File: src/rtl/fts_pkg.sv
package fts_pkg;
  localparam int unsigned THREADS_DEF     = 8;
  localparam int unsigned BUF_DEPTH_DEF   = 8;
  localparam int unsigned MAX_FETCH_DEF   = 4;
  localparam int unsigned LINE_BYTES_DEF  = 32;
  localparam int unsigned INSTR_BYTES_DEF = 4;

  // free entries in a buffer of the given depth
  function automatic int unsigned free_slots(int unsigned occ, int unsigned depth);
    return (occ >= depth) ? 0 : depth - occ;
  endfunction

  function automatic int unsigned min3(int unsigned a, int unsigned b, int unsigned c);
    int unsigned m;
    m = (a < b) ? a : b;
    return (m < c) ? m : c;
  endfunction

  // instructions to request: fetch width, buffer room, room left in line
  function automatic int unsigned fetch_len(int unsigned free, int unsigned slot,
                                            int unsigned line_slots, int unsigned maxf);
    return min3(maxf, free, line_slots - slot);
  endfunction
endpackage

File: src/rtl/fts_elig.sv
module fts_elig #(
  parameter int unsigned NT         = 8,
  parameter int unsigned DEPTH      = 8,
  parameter int unsigned MAXF       = 4,
  parameter int unsigned LINE_SLOTS = 8,
  parameter int unsigned OCC_W      = 4,
  parameter int unsigned OFF_W      = 3,
  parameter int unsigned CNT_W      = 3
) (
  input  logic                clk,
  input  logic                rst_n,
  input  logic [NT-1:0]       active,
  input  logic [NT*OCC_W-1:0] occ_flat,
  input  logic [NT*OFF_W-1:0] slot_flat,
  output logic [NT-1:0]       elig,
  output logic [NT*CNT_W-1:0] cnt_flat
);
  logic [NT-1:0] has_room;

  for (genvar k = 0; k < NT; k++) begin : g_thr
    logic [OCC_W-1:0] occ_k;
    logic [OFF_W-1:0] slot_k;
    logic [OCC_W-1:0] free_k;
    logic [CNT_W-1:0] cnt_k;

    assign occ_k   = occ_flat[k*OCC_W +: OCC_W];
    assign slot_k  = slot_flat[k*OFF_W +: OFF_W];
    assign free_k  = OCC_W'(fts_pkg::free_slots(32'(occ_k), DEPTH));
    assign has_room[k] = (free_k != '0);
    assign elig[k] = active[k] & has_room[k];
    assign cnt_k   = CNT_W'(fts_pkg::fetch_len(32'(free_k), 32'(slot_k), LINE_SLOTS, MAXF));
    assign cnt_flat[k*CNT_W +: CNT_W] = cnt_k;

    // a request never overfills the buffer
    a_r6_no_overfill: assert property (@(posedge clk) disable iff (!rst_n)
      elig[k] |-> (32'(cnt_k) <= 32'(free_k)));
    // full buffer makes the thread ineligible
    a_r4_full_blocks: assert property (@(posedge clk) disable iff (!rst_n)
      (32'(occ_k) >= DEPTH) |-> !elig[k]);
  end
endmodule

File: src/rtl/fts_age_matrix.sv
module fts_age_matrix #(
  parameter int unsigned NT = 8
) (
  input  logic          clk,
  input  logic          rst_n,
  input  logic [NT-1:0] elig,
  output logic [NT-1:0] grant
);
  // older_q[i][j] = 1 : thread i was granted less recently than thread j
  logic [NT-1:0][NT-1:0] older_q;
  logic [NT-1:0][NT-1:0] beats;
  logic                  any_elig;

  assign any_elig = |elig;

  for (genvar i = 0; i < NT; i++) begin : g_row
    for (genvar j = 0; j < NT; j++) begin : g_col
      if (i == j) begin : g_diag
        assign beats[i][j] = 1'b1;
      end else begin : g_off
        assign beats[i][j] = ~elig[j] | older_q[i][j];
      end
    end
    assign grant[i] = elig[i] & (&beats[i]);

    // the granted thread becomes newest
    a_r7_newest: assert property (@(posedge clk) disable iff (!rst_n)
      grant[i] |=> (older_q[i] == '0));
  end

  always_ff @(posedge clk) begin
    if (!rst_n) begin
      for (int i = 0; i < NT; i++)
        for (int j = 0; j < NT; j++)
          older_q[i][j] <= (i < j);
    end else if (any_elig) begin
      for (int i = 0; i < NT; i++)
        for (int j = 0; j < NT; j++)
          if (i != j) begin
            if (grant[i])      older_q[i][j] <= 1'b0;
            else if (grant[j]) older_q[i][j] <= 1'b1;
          end
    end
  end

  // never more than one winner
  a_r2_onehot0: assert property (@(posedge clk) disable iff (!rst_n)
    $onehot0(grant));
  // age order holds when nobody is eligible
  a_r8_hold: assert property (@(posedge clk) disable iff (!rst_n)
    !any_elig |=> $stable(older_q));
endmodule

File: src/rtl/fetch_thread_sel.sv
module fetch_thread_sel #(
  parameter int unsigned NT          = fts_pkg::THREADS_DEF,
  parameter int unsigned DEPTH       = fts_pkg::BUF_DEPTH_DEF,
  parameter int unsigned MAXF        = fts_pkg::MAX_FETCH_DEF,
  parameter int unsigned LINE_BYTES  = fts_pkg::LINE_BYTES_DEF,
  parameter int unsigned INSTR_BYTES = fts_pkg::INSTR_BYTES_DEF,
  localparam int unsigned LINE_SLOTS = LINE_BYTES / INSTR_BYTES,
  localparam int unsigned OCC_W      = $clog2(DEPTH + 1),
  localparam int unsigned OFF_W      = $clog2(LINE_SLOTS),
  localparam int unsigned CNT_W      = $clog2(MAXF + 1)
) (
  input  logic                clk,
  input  logic                rst_n,
  input  logic [NT-1:0]       thr_active,
  input  logic [NT*OCC_W-1:0] buf_occ,
  input  logic [NT*OFF_W-1:0] line_slot,
  output logic [NT-1:0]       fetch_grant,
  output logic                fetch_valid,
  output logic [CNT_W-1:0]    fetch_count
);
  logic [NT-1:0]       elig;
  logic [NT*CNT_W-1:0] cnt_all;
  logic [CNT_W-1:0]    cnt_sel;

  fts_elig #(
    .NT(NT), .DEPTH(DEPTH), .MAXF(MAXF), .LINE_SLOTS(LINE_SLOTS),
    .OCC_W(OCC_W), .OFF_W(OFF_W), .CNT_W(CNT_W)
  ) u_elig (
    .clk(clk), .rst_n(rst_n), .active(thr_active), .occ_flat(buf_occ),
    .slot_flat(line_slot), .elig(elig), .cnt_flat(cnt_all)
  );

  fts_age_matrix #(.NT(NT)) u_age (
    .clk(clk), .rst_n(rst_n), .elig(elig), .grant(fetch_grant)
  );

  always_comb begin
    cnt_sel = '0;
    for (int i = 0; i < NT; i++)
      if (fetch_grant[i]) cnt_sel = cnt_sel | cnt_all[i*CNT_W +: CNT_W];
  end

  assign fetch_valid = |elig;
  assign fetch_count = cnt_sel;

  // a valid cycle carries exactly one grant
  a_r2_valid_onehot: assert property (@(posedge clk) disable iff (!rst_n)
    fetch_valid |-> $onehot(fetch_grant));
  // inactive threads are never granted
  a_r3_active_only: assert property (@(posedge clk) disable iff (!rst_n)
    (fetch_grant & ~thr_active) == '0);
  // idle cycle carries no grant
  a_r8_idle_zero: assert property (@(posedge clk) disable iff (!rst_n)
    !fetch_valid |-> (fetch_grant == '0));
  // count within 1..MAXF on a grant
  a_r6_cnt_range: assert property (@(posedge clk) disable iff (!rst_n)
    fetch_valid |-> (fetch_count != '0 && 32'(fetch_count) <= MAXF));
endmodule

File: config.mk
export PLATFORM = sky130hd
export DESIGN_NAME = fetch_thread_sel
export DESIGN_NICKNAME = d
export VERILOG_FILES = /design/src/rtl/fts_pkg.sv /design/src/rtl/fts_elig.sv /design/src/rtl/fts_age_matrix.sv /design/src/rtl/fetch_thread_sel.sv
export SDC_FILE = /design/constraint.sdc
export NUM_CORES = 1
export LEC_CHECK = 0
export BUFFER_PORTS_ARGS = -buffer_cell sky130_fd_sc_hd__buf_2
export CORE_MARGIN = 1
export CORE_UTILIZATION = 45
export CTS_CLUSTER_DIAMETER = 30
export DETAILED_ROUTE_END_ITERATION = 10
export GPL_TIMING_DRIVEN = 0
export HOLD_SLACK_MARGIN = 0.08
export PLACE_DENSITY = 0.65
export SYNTH_ARGS = -nofsm -noshare
export SYNTH_HDL_FRONTEND = slang
export SYNTH_HIERARCHICAL = 1
export SYNTH_SLANG_ARGS = --single-unit
File: constraint.sdc
create_clock -name clk -period 4.6 [get_ports clk]
set_clock_uncertainty 0.05 [all_clocks]
set_input_delay 0.92 -clock clk [delete_from_list [all_inputs] [get_ports clk]]
set_output_delay 0.92 -clock clk [all_outputs]
set_load 0.02 [all_outputs]
==> out/results.md, run 1 <==
- CP Cell Sequence: buf_2 > inv_1 > ha_1 > nand2b_2 > o21ai_0 > and3b_1 > ha_1 > or4_4 > o21bai_4 > mux2_4 > a22oi_1 > nand4_1 > buf_4
- FF+latch count, synth: 56
- Top cell by count, worst path: sky130_fd_sc_hd__ha_1
- Synth-to-Final Area Change: 22.7%
- main combinational cell family by area after synthesis: compound AO/OA/AOI/OAI gates
- count of warnings emitted by yosys: 6
- clock tree root buffer cell: sky130_fd_sc_hd__clkbuf_8
- uppermost layer routed: met4
- number of top-level pins: 78
- Layout Nets: 694
- critical path buffer and inverter count: 3
- CTS sink cnt: 56
- post-synthesis adder-cell area fraction: 11.7%
- number of detailed-route iterations in the first pass: 5
- share of the synthesized netlist area taken by xor and xnor gates: 1.64%
- clock tree from TritonCTS: done
- antenna diode count: 0
- timing startpoint of the critical path: buf_occ[20]
- FF/Latch Area: 1120 sq um
- element type at the critical path start: primary input
- Final Hold Violating Endpoints: 0
- max-cap violations: 0
- hold_sp: u_age/older_q[41]
- Mapped Area: 4260 sq um
- vertical die dimension: 99.3 um
- DRT antenna net count: 0
- multiplexer share of the synthesized area: 4.73%
- overall power consumption: 1.32 mW
- clock-pin slew of the registers on the worst-case setup and hold paths: 0.10 ns
- total CTS buffers: 5
- run status: finished clean
- buffer depth of the longest clock path: 2
- sequential fraction of the synthesis area: 26.3%
- wirelength, routed: 11100 um
- ratio of final minimum period to clock period: 98.3%
- standard cell core area: 9200 sq um
- met1 routed wirelength after detailed routing: 5190 um
- worst setup path class: primary input to output port
- biggest area contributors in the synthesized netlist: sky130_fd_sc_hd__dfxtp_1 26%, sky130_fd_sc_hd__ha_1 12%, sky130_fd_sc_hd__inv_1 5.5%
- path type of the worst min-delay path: flop to flop
- simple-gate portion of the synthesized area: 19.6%
- met3 WL: 490 um
- pin slew with the least headroom to its limit: 0.690 ns
- mean instance size in the synthesized netlist: 8.80 sq um
- average via count per standard cell: 5.55
- post-layout minimum cycle time: 4.52 ns
- library cells used by synthesis: 54
- worst-path cell with the longest stage delay: sky130_fd_sc_hd__or4_4
- number of global-route vias before repair: 3525
- routed length on met2: 5330 um
- Max Slew Vio Count: 0
- final count of negative-setup-slack endpoints: 0
- synthesized netlist cell count: 484
- most used flip-flop cell after synthesis: sky130_fd_sc_hd__dfxtp_1
- maximum VDD drop: 0.276 mV
- reg-to-reg critical path startpoint: u_age/older_q[42]
- top-area cell type share of the netlist area: 26.3%
- layout cell share with drive strength beyond 1: 28.9%
- Leakage: 2.52 nW
- Max Fclk: 0.221 GHz
- Die ar.: 9860 sq um
- number of flip-flops in the largest register: 56
- Via Count: 3886
- Port Buf Inserts: 76
- arrival time of data at the critical path endpoint: 3.55 ns
- number of synthesized flops with an enable pin: 0
- detailed-placement wirelength estimate: 8310 um
- accumulated negative setup slack: 0 ns
- most frequent standard cell in the layout excluding fill and tap cells: sky130_fd_sc_hd__buf_2
- clock latency at the later pin of the worst-skew pair: 0.31 ns
- commonest cells after routing, fill and taps aside: 75 x sky130_fd_sc_hd__buf_2, 58 x sky130_fd_sc_hd__inv_1, 56 x sky130_fd_sc_hd__dfxtp_1
- Final Wtd Congestion: 0.815
- crit end category: output port
- Iteration-0 DRC Markers: 158
- standard-cell rows: 35
- combined area of the multi-input logic cells: 3020 sq um
- wire length of the first global-routing pass: 16900 um
- overflow left after global routing: 0
- complex-gate fraction of the synthesized area: 28.0%
- WP data required: 3.63 ns
- gr usage total: 21.4%
- max_slew headroom: 53.8%
- antenna violations before repair: 0
- CP max stage delay: 0.56 ns
- register name with the most flops: u_age/older_q
- Post-synth ARST share: 0%
- mean routed wirelength per cell: 15.8 um
- CTS H-tree depth: 2
- filler instances: 861
- maximum number of pins on one net before global-route repair: 17
- die width: 99.3 um
- DRC violation count after routing: 0
- gate family responsible for the most delay along the worst path: simple AND/OR/NAND/NOR gates
- cell taking the most area after synthesis: sky130_fd_sc_hd__dfxtp_1
- largest registers in the final layout: u_age/older_q (56)
- effective utilization at floorplan: 46.3%
- power per standard cell area: 253 nW/um^2
- crit-path max FO: 3
- CTS hold repair buffers: 0
layer usage:
layer  vias up  track usage, %
li1       1965               -
met1      1833            29.2
met2        82            37.0
met4         0            3.28
met5         -               0
met3         6            2.46
worst min-delay path, delay by kind of cell (launching register included):
family | cells | cell delay, ns
DFF | 1 | 0.32
buffers and inverters | 1 | 0.05
AOI/OAI and AO/OA | 1 | 0.05
cells by family (layout without fill, tap and decap cells):
kind of cell               after synthesis  in the layout
and+or+nand+nor                        138            139
xor gates and xnor gates                 8              8
muxes                                   18             18
buffers and inverters                   77            174
AOI/OAI and AO/OA                      146            146
DFF                                     56             56
adders and majority gates               40             40
other                                    1              8
final cells by class:
cell class	instances	area share [%]
multi-input combinational	359	57.7
sequential	56	21.4
timing repair buffer	89	9.35
inverter	67	5.29
tap	111	2.66
buffer	10	1.51
clock buffer	6	1.39
clock inverter	2	0.670
metrics by stage:
step	std cells	hold slack [ns]	utilization, %	area [sq um]	worst slack [ns]
final	700	0.408	56.9	5230	0.0772
after global routing	700	0.430	56.9	5230	-0.0218
after CTS	686	0.406	54.4	5000	0.00597
after detailed placement	678	0.390	52.3	4810	-0.731
after global placement	678	0.380	52.3	4810	-0.649
after floorplan	491	0.370	-	4290	0.301
worst paths after layout:
kind / to / cells past startpoint / slack [ns]
worst max-delay path: fetch_count[1] / 13 / 0.08
worst min-delay path: u_age/older_q[41] / 2 / 0.41
worst max register to register: u_age/older_q[40] / 4 / 2.84
worst min register to register: u_age/older_q[41] / 2 / 0.41
cell usage after synthesis, types with 4 or more instances:
cell / instances
sky130_fd_sc_hd__inv_1: 62
sky130_fd_sc_hd__dfxtp_1: 56
sky130_fd_sc_hd__ha_1: 40
sky130_fd_sc_hd__nor2_1: 36
sky130_fd_sc_hd__nand2b_1: 28
sky130_fd_sc_hd__a22oi_1: 19
sky130_fd_sc_hd__a2bb2oi_1: 18
sky130_fd_sc_hd__o21a_1: 15
sky130_fd_sc_hd__a21oi_1: 13
sky130_fd_sc_hd__o21ai_0: 12
sky130_fd_sc_hd__or2_2: 12
sky130_fd_sc_hd__a211oi_1: 11
sky130_fd_sc_hd__mux2i_1: 10
sky130_fd_sc_hd__o2111ai_1: 10
sky130_fd_sc_hd__o211a_1: 10
sky130_fd_sc_hd__or3_1: 10
sky130_fd_sc_hd__and3b_1: 8
sky130_fd_sc_hd__nor3b_1: 8
sky130_fd_sc_hd__or2b_1: 8
sky130_fd_sc_hd__xor2_1: 8
sky130_fd_sc_hd__a211oi_2: 6
sky130_fd_sc_hd__nand2_1: 6
sky130_fd_sc_hd__nor2b_1: 6
sky130_fd_sc_hd__o22ai_1: 6
sky130_fd_sc_hd__mux2_1: 5
sky130_fd_sc_hd__o21ai_1: 5
sky130_fd_sc_hd__or4_4: 4
timing repair:
action,4_1_cts,5_1_grt
pin swaps,0,12
cloned,0,1
setup endpoints to repair,6,3
setup buffers,0,13
gates resized for setup,18,33
power by group:
group	switching (mW)	total, mW	internal [mW]
Sequential	0.0195	0.545	0.526
Clock	0.158	0.320	0.162
Combinational	0.244	0.458	0.215
Total	0.421	1.32	0.902
Note: power is estimated with default switching activity, not from simulation.
==> run 2, diff against run 1 <==
--- a/config.mk
+++ b/config.mk
@@ -12,7 +12,8 @@
 export DETAILED_ROUTE_END_ITERATION = 10
 export GPL_TIMING_DRIVEN = 0
 export HOLD_SLACK_MARGIN = 0.08
-export PLACE_DENSITY = 0.65
+export PLACE_DENSITY = 0.67
+export SETUP_SLACK_MARGIN = 0.4
 export SYNTH_ARGS = -nofsm -noshare
 export SYNTH_HDL_FRONTEND = slang
 export SYNTH_HIERARCHICAL = 1
==> constraint.sdc (replaced) <==
create_clock -name clk -period 3.8 [get_ports clk]
set_clock_uncertainty 0.05 [all_clocks]
set_input_delay 0.76 -clock clk [delete_from_list [all_inputs] [get_ports clk]]
set_output_delay 0.76 -clock clk [all_outputs]
set_load 0.02 [all_outputs]
==> run 2 against run 1 <==
Compared with the run above: the run now ends with setup timing left; combinational power rose by 63%; register-to-register slack got worse by 0.91 ns; sequential power up 22%; sequential cell count stayed put; power increased by 32%; routed wire length up 21%; design area up 21%; critical path depth rose by 3; cell count is 7.9% higher; die area is the same; count of clock-buffer cells in the layout up 2; utilization increased by 12 points; critical endpoint is now fetch_count[2]; largest cell class unchanged; largest power group is now combinational cells; highest routed layer unchanged.
==> out/results.md, run 2 (synthesis gave the netlist of run 1 again) <==
- mean routed wirelength per cell: 17.7 um
- final count of negative-setup-slack endpoints: 6
- most frequent standard cell in the layout excluding fill and tap cells: sky130_fd_sc_hd__buf_2
- standard-cell rows: 35
- accumulated negative setup slack: -0.632 ns
- maximum VDD drop: 0.263 mV
- pre-CTS WS: -0.648 ns
- path type of the worst min-delay path: flop to flop
- pin slew with the least headroom to its limit: 0.771 ns
- buffer depth of the longest clock path: 2
- max-cap violations: 0
- Hold WS: 0.404 ns
- crit end category: output port
- max_slew headroom: 48.4%
- wire length of the first global-routing pass: 19700 um
- setup ws final: -0.167 ns
- Port Buf Inserts: 76
- Layout Nets: 749
- DRT antenna net count: 0
- run status: complete, but fails checks
- RSZ-0062 raised after global routing: true
- filler instances: 699
- number of detailed-route iterations in the first pass: 7
- clock tree from TritonCTS: done
- detailed-placement wirelength estimate: 8700 um
- die width: 99.3 um
- ratio of final minimum period to clock period: 104%
- Max Slew Vio Count: 0
- combined area of the multi-input logic cells: 3490 sq um
- element type at the critical path start: primary input
- number of flip-flops in the largest register: 56
- Final Hold Violating Endpoints: 0
- number of top-level pins: 78
- CTS H-tree depth: 2
- gr usage total: 24.9%
- overall power consumption: 1.75 mW
- clock-pin slew of the registers on the worst-case setup and hold paths: 0.09 ns
- antenna violations before repair: 0
- Final Wtd Congestion: 0.825
- worst setup path class: primary input to output port
- crit-path max FO: 5
- WP data required: 2.99 ns
- CP Cell Sequence: buf_6 > inv_4 > ha_4 > inv_2 > or3_4 > a211oi_4 > nor3b_4 > buf_12 > nand2b_4 > o2111ai_2 > or4_4 > inv_4 > buf_12 > a22oi_2 > nand4_1 > buf_6
- Synth-to-Final Area Change: 48.7%
- WHS Path Cells: 2
- overflow left after global routing: 0
- Die ar.: 9860 sq um
- wirelength, routed: 13300 um
- maximum number of pins on one net before global-route repair: 16
- clock latency at the later pin of the worst-skew pair: 0.32 ns
- Iteration-0 DRC Markers: 236
- post-layout instance area: 6340 sq um
- layout cell share with drive strength beyond 1: 47.5%
- instance count after placement with tap cells included: 678
- CTS sink cnt: 56
- vertical die dimension: 99.3 um
- antenna diode count: 0
- commonest cells after routing, fill and taps aside: 59 x sky130_fd_sc_hd__buf_2, 56 x sky130_fd_sc_hd__buf_4, 56 x sky130_fd_sc_hd__dfxtp_1
- number of global-route vias before repair: 4206
- power per standard cell area: 276 nW/um^2
- standard cell core area: 9200 sq um
- Max Fclk: 0.252 GHz
- arrival time of data at the critical path endpoint: 3.16 ns
- core occupancy in the finished layout: 68.9%
- post-layout minimum cycle time: 3.97 ns
- Via Count: 4283
- effective utilization at floorplan: 46.3%
- CTS hold repair buffers: 0
- total placed instance area: 5090 sq um
- register name with the most flops: u_age/older_q
- worst-path cell with the longest stage delay: sky130_fd_sc_hd__or4_4
- largest registers in the final layout: u_age/older_q (56)
- FF/Latch Area: 1120 sq um
- violations in the final reports: setup timing
- average via count per standard cell: 5.67
- clock tree root buffer cell: sky130_fd_sc_hd__clkbuf_8
- Leakage: 2.93 nW
- CP max stage delay: 0.56 ns
- Worst Reg-to-Reg Cells: 9
- non-filler instance count after layout: 755
- total CTS buffers: 5
- DRC violation count after routing: 0
-- run 2: path summary, 6_finish.rpt --
kind,slack [ns],endpoint,startpoint
worst max-delay path,-0.17,fetch_count[2],buf_occ[8]
worst min-delay path,0.40,u_age/older_q[41],u_age/older_q[41]
worst max register to register,1.93,u_age/older_q[19],u_age/older_q[22]
worst min register to register,0.40,u_age/older_q[41],u_age/older_q[41]
-- run 2: final cells by class --
cell class,count,share of cell area (%)
buffer,10,1.48
clock buffer,8,1.42
inverter,67,5.00
multi-input combinational,359,55.1
sequential,56,17.7
tap,111,2.19
timing repair buffer,143,17.0
timing repair inverter,1,0.138
-- run 2: worst max-delay path, delay by kind of cell --
kind                     cells  cell delay (ns)
AND/OR/NAND/NOR              5             1.19
buffers and inverters        7             0.66
AO/OA/AOI/OAI                3             0.41
adder cells (fa/ha/maj)      1             0.11
-- run 2: layer usage --
metal	up-vias	wire [um]	GRT usage (%)
met1	2062	5400	28.9
met4	0	268	8.60
met2	136	6960	46.1
met5	-	0	0
met3	26	715	4.29
li1	2059	-	-
-- run 2: repair_timing --
action	CTS	global route
gates resized for setup	94	64
pin swaps	22	46
buffers inserted	29	38
gates cloned	0	2
endpoints found under the setup margin	11	12
-- run 2: power by group --
group          leakage (nW)  internal, mW  switching, mW
logic                  2.42         0.378          0.368
registers             0.460         0.636         0.0288
clock network        0.0455         0.149          0.190
total                  2.93          1.16          0.586
==> run 3, diff against run 2 <==
--- a/config.mk
+++ b/config.mk
@@ -14,6 +14,7 @@
 export HOLD_SLACK_MARGIN = 0.08
 export PLACE_DENSITY = 0.67
 export SETUP_SLACK_MARGIN = 0.4
+export SKIP_LAST_GASP = 1
 export SYNTH_ARGS = -nofsm -noshare
 export SYNTH_HDL_FRONTEND = slang
 export SYNTH_HIERARCHICAL = 1
==> run 3 against run 2 <==
Compared with the run above: design area is 2.4% lower; sequential cell count stayed put; via count decreased by 0.42%; the run still ends with setup timing left; largest cell class unchanged.
==> out/results.md, run 3 (synthesis gave the netlist of run 1 again) <==
- run status: complete, but fails checks
- violations in the final reports: setup timing
- CP Cell Sequence: buf_8 > inv_12 > ha_4 > inv_2 > or3_4 > a211oi_4 > nor3b_4 > buf_12 > nand2b_4 > o2111ai_2 > or4_4 > inv_4 > buf_12 > a22oi_2 > nand4_1 > buf_6
- pin slew with the least headroom to its limit: 0.729 ns
- clock-pin slew of the registers on the worst-case setup and hold paths: 0.09 ns
- Max Fclk: 0.251 GHz
- number of top-level pins: 78
- path type of the worst min-delay path: flop to flop
- maximum VDD drop: 0.264 mV
- final count of negative-setup-slack endpoints: 6
- overflow left after global routing: 0
- met1 routed wirelength after detailed routing: 5350 um
- post-layout instance area: 6190 sq um
- post-layout minimum cycle time: 3.98 ns
- average via count per standard cell: 5.70
- CP max stage delay: 0.57 ns
- standard cell core area: 9200 sq um
- Via Count: 4265
- register name with the most flops: u_age/older_q
- ratio of final minimum period to clock period: 105%
- Worst R2R Setup Slack: 1.95 ns
- max_slew headroom: 51.2%
- routed length on met2: 6970 um
- number of detailed-route iterations in the first pass: 5
- worst setup path class: primary input to output port
- element type at the critical path start: primary input
- mean routed wirelength per cell: 17.5 um
- uppermost layer routed: met4
- power per standard cell area: 279 nW/um^2
- Final Wtd Congestion: 0.825
- CTS H-tree depth: 2
- largest registers in the final layout: u_age/older_q (56)
- clock tree from TritonCTS: done
- standard-cell rows: 35
- commonest cells after routing, fill and taps aside: 61 x sky130_fd_sc_hd__buf_2, 56 x sky130_fd_sc_hd__dfxtp_1, 53 x sky130_fd_sc_hd__buf_4
- Final Hold Violating Endpoints: 0
- CTS hold repair buffers: 0
- detailed-placement wirelength estimate: 8700 um
- max-cap violations: 0
- vertical die dimension: 99.3 um
- core occupancy in the finished layout: 67.3%
- Max Slew Vio Count: 0
- number of global-route vias before repair: 4119
- die width: 99.3 um
- Leakage: 2.86 nW
- Port Buf Inserts: 76
- clock latency at the later pin of the worst-skew pair: 0.32 ns
- overall power consumption: 1.73 mW
- wirelength, routed: 13100 um
- crit-path max FO: 5
- Die ar.: 9860 sq um
- gr usage total: 24.6%
- DRC violation count after routing: 0
- antenna violations before repair: 0
- CTS sink cnt: 56
- total CTS buffers: 5
- number of flip-flops in the largest register: 56
- antenna diode count: 0
- maximum number of pins on one net before global-route repair: 16
- arrival time of data at the critical path endpoint: 3.17 ns
- RSZ-0062 raised after global routing: true
- wire length of the first global-routing pass: 19400 um
- Hold WS: 0.403 ns
- met3 WL: 561 um
- Top cell by count, worst path: sky130_fd_sc_hd__buf_12
- Iteration-0 DRC Markers: 234
- WP data required: 2.99 ns
- buffer depth of the longest clock path: 2
- DRT antenna net count: 0
- setup ws final: -0.179 ns
- most frequent standard cell in the layout excluding fill and tap cells: sky130_fd_sc_hd__buf_2
- worst-path cell with the longest stage delay: sky130_fd_sc_hd__or4_4
- clock tree root buffer cell: sky130_fd_sc_hd__clkbuf_8
- total placed instance area: 5090 sq um
- effective utilization at floorplan: 46.3%
- crit end category: output port
- Layout Nets: 742
- layout cell share with drive strength beyond 1: 46.0%
- Synth-to-Final Area Change: 45.2%
-- run 3: path summary, 6_finish.rpt --
path / startpoint / endpoint / depth (start not counted)
setup reg to reg: u_age/older_q[30] / u_age/older_q[3] / 7
hold reg to reg: u_age/older_q[41] / u_age/older_q[41] / 2
hold / removal: u_age/older_q[41] / u_age/older_q[41] / 2
setup / recovery: buf_occ[9] / fetch_count[2] / 16
-- run 3: per-layer routing --
metal | vias up | global-route usage, %
li1 | 2056 | -
met4 | 0 | 7.24
met2 | 117 | 45.7
met3 | 19 | 3.87
met5 | - | 0
met1 | 2073 | 29.0
-- run 3: per-stage QoR --
stage / setup slack, ns / setup TNS [ns] / std cells
6_report: -0.179 / -0.651 / 748
2_1_floorplan: 0.134 / 0 / 491
5_1_grt: -0.240 / -1.15 / 748
4_1_cts: -0.225 / -0.858 / 715
3_5_place_dp: -0.648 / -3.41 / 678
3_3_place_gp: -0.574 / -2.93 / 678
-- run 3: layout make-up --
| class | count | area, sq um |
|---|---|---|
| multi-input cells | 359 | 3440 |
| well taps | 111 | 139 |
| fillers | 736 | 3010 |
| clock buffers | 8 | 90.1 |
| plain buffers | 10 | 93.8 |
| flip-flops and latches | 56 | 1120 |
| repair buffers | 136 | 983 |
| inverters | 67 | 312 |
| repair inverters | 1 | 8.76 |
-- run 3: where the power goes --
| part | switching, mW | total, mW | internal, mW |
|---|---|---|---|
| clock | 0.190 | 0.339 | 0.149 |
| sequential | 0.0277 | 0.664 | 0.636 |
| combinational | 0.360 | 0.722 | 0.362 |
-- run 3: critical path: cells and delay by family --
kind,cells,cell delay [ns]
compound gates,3,0.44
fa+ha+maj,1,0.12
buf+inv,7,0.65
simple gates,5,1.19
-- run 3: what timing repair did --
| item | 4_1_cts | 5_1_grt |
|---|---|---|
| setup buffers | 29 | 31 |
| resized for setup | 62 | 75 |
| setup endpoints to repair | 11 | 12 |
| gates cloned | 0 | 2 |
| pin swaps | 19 | 46 |
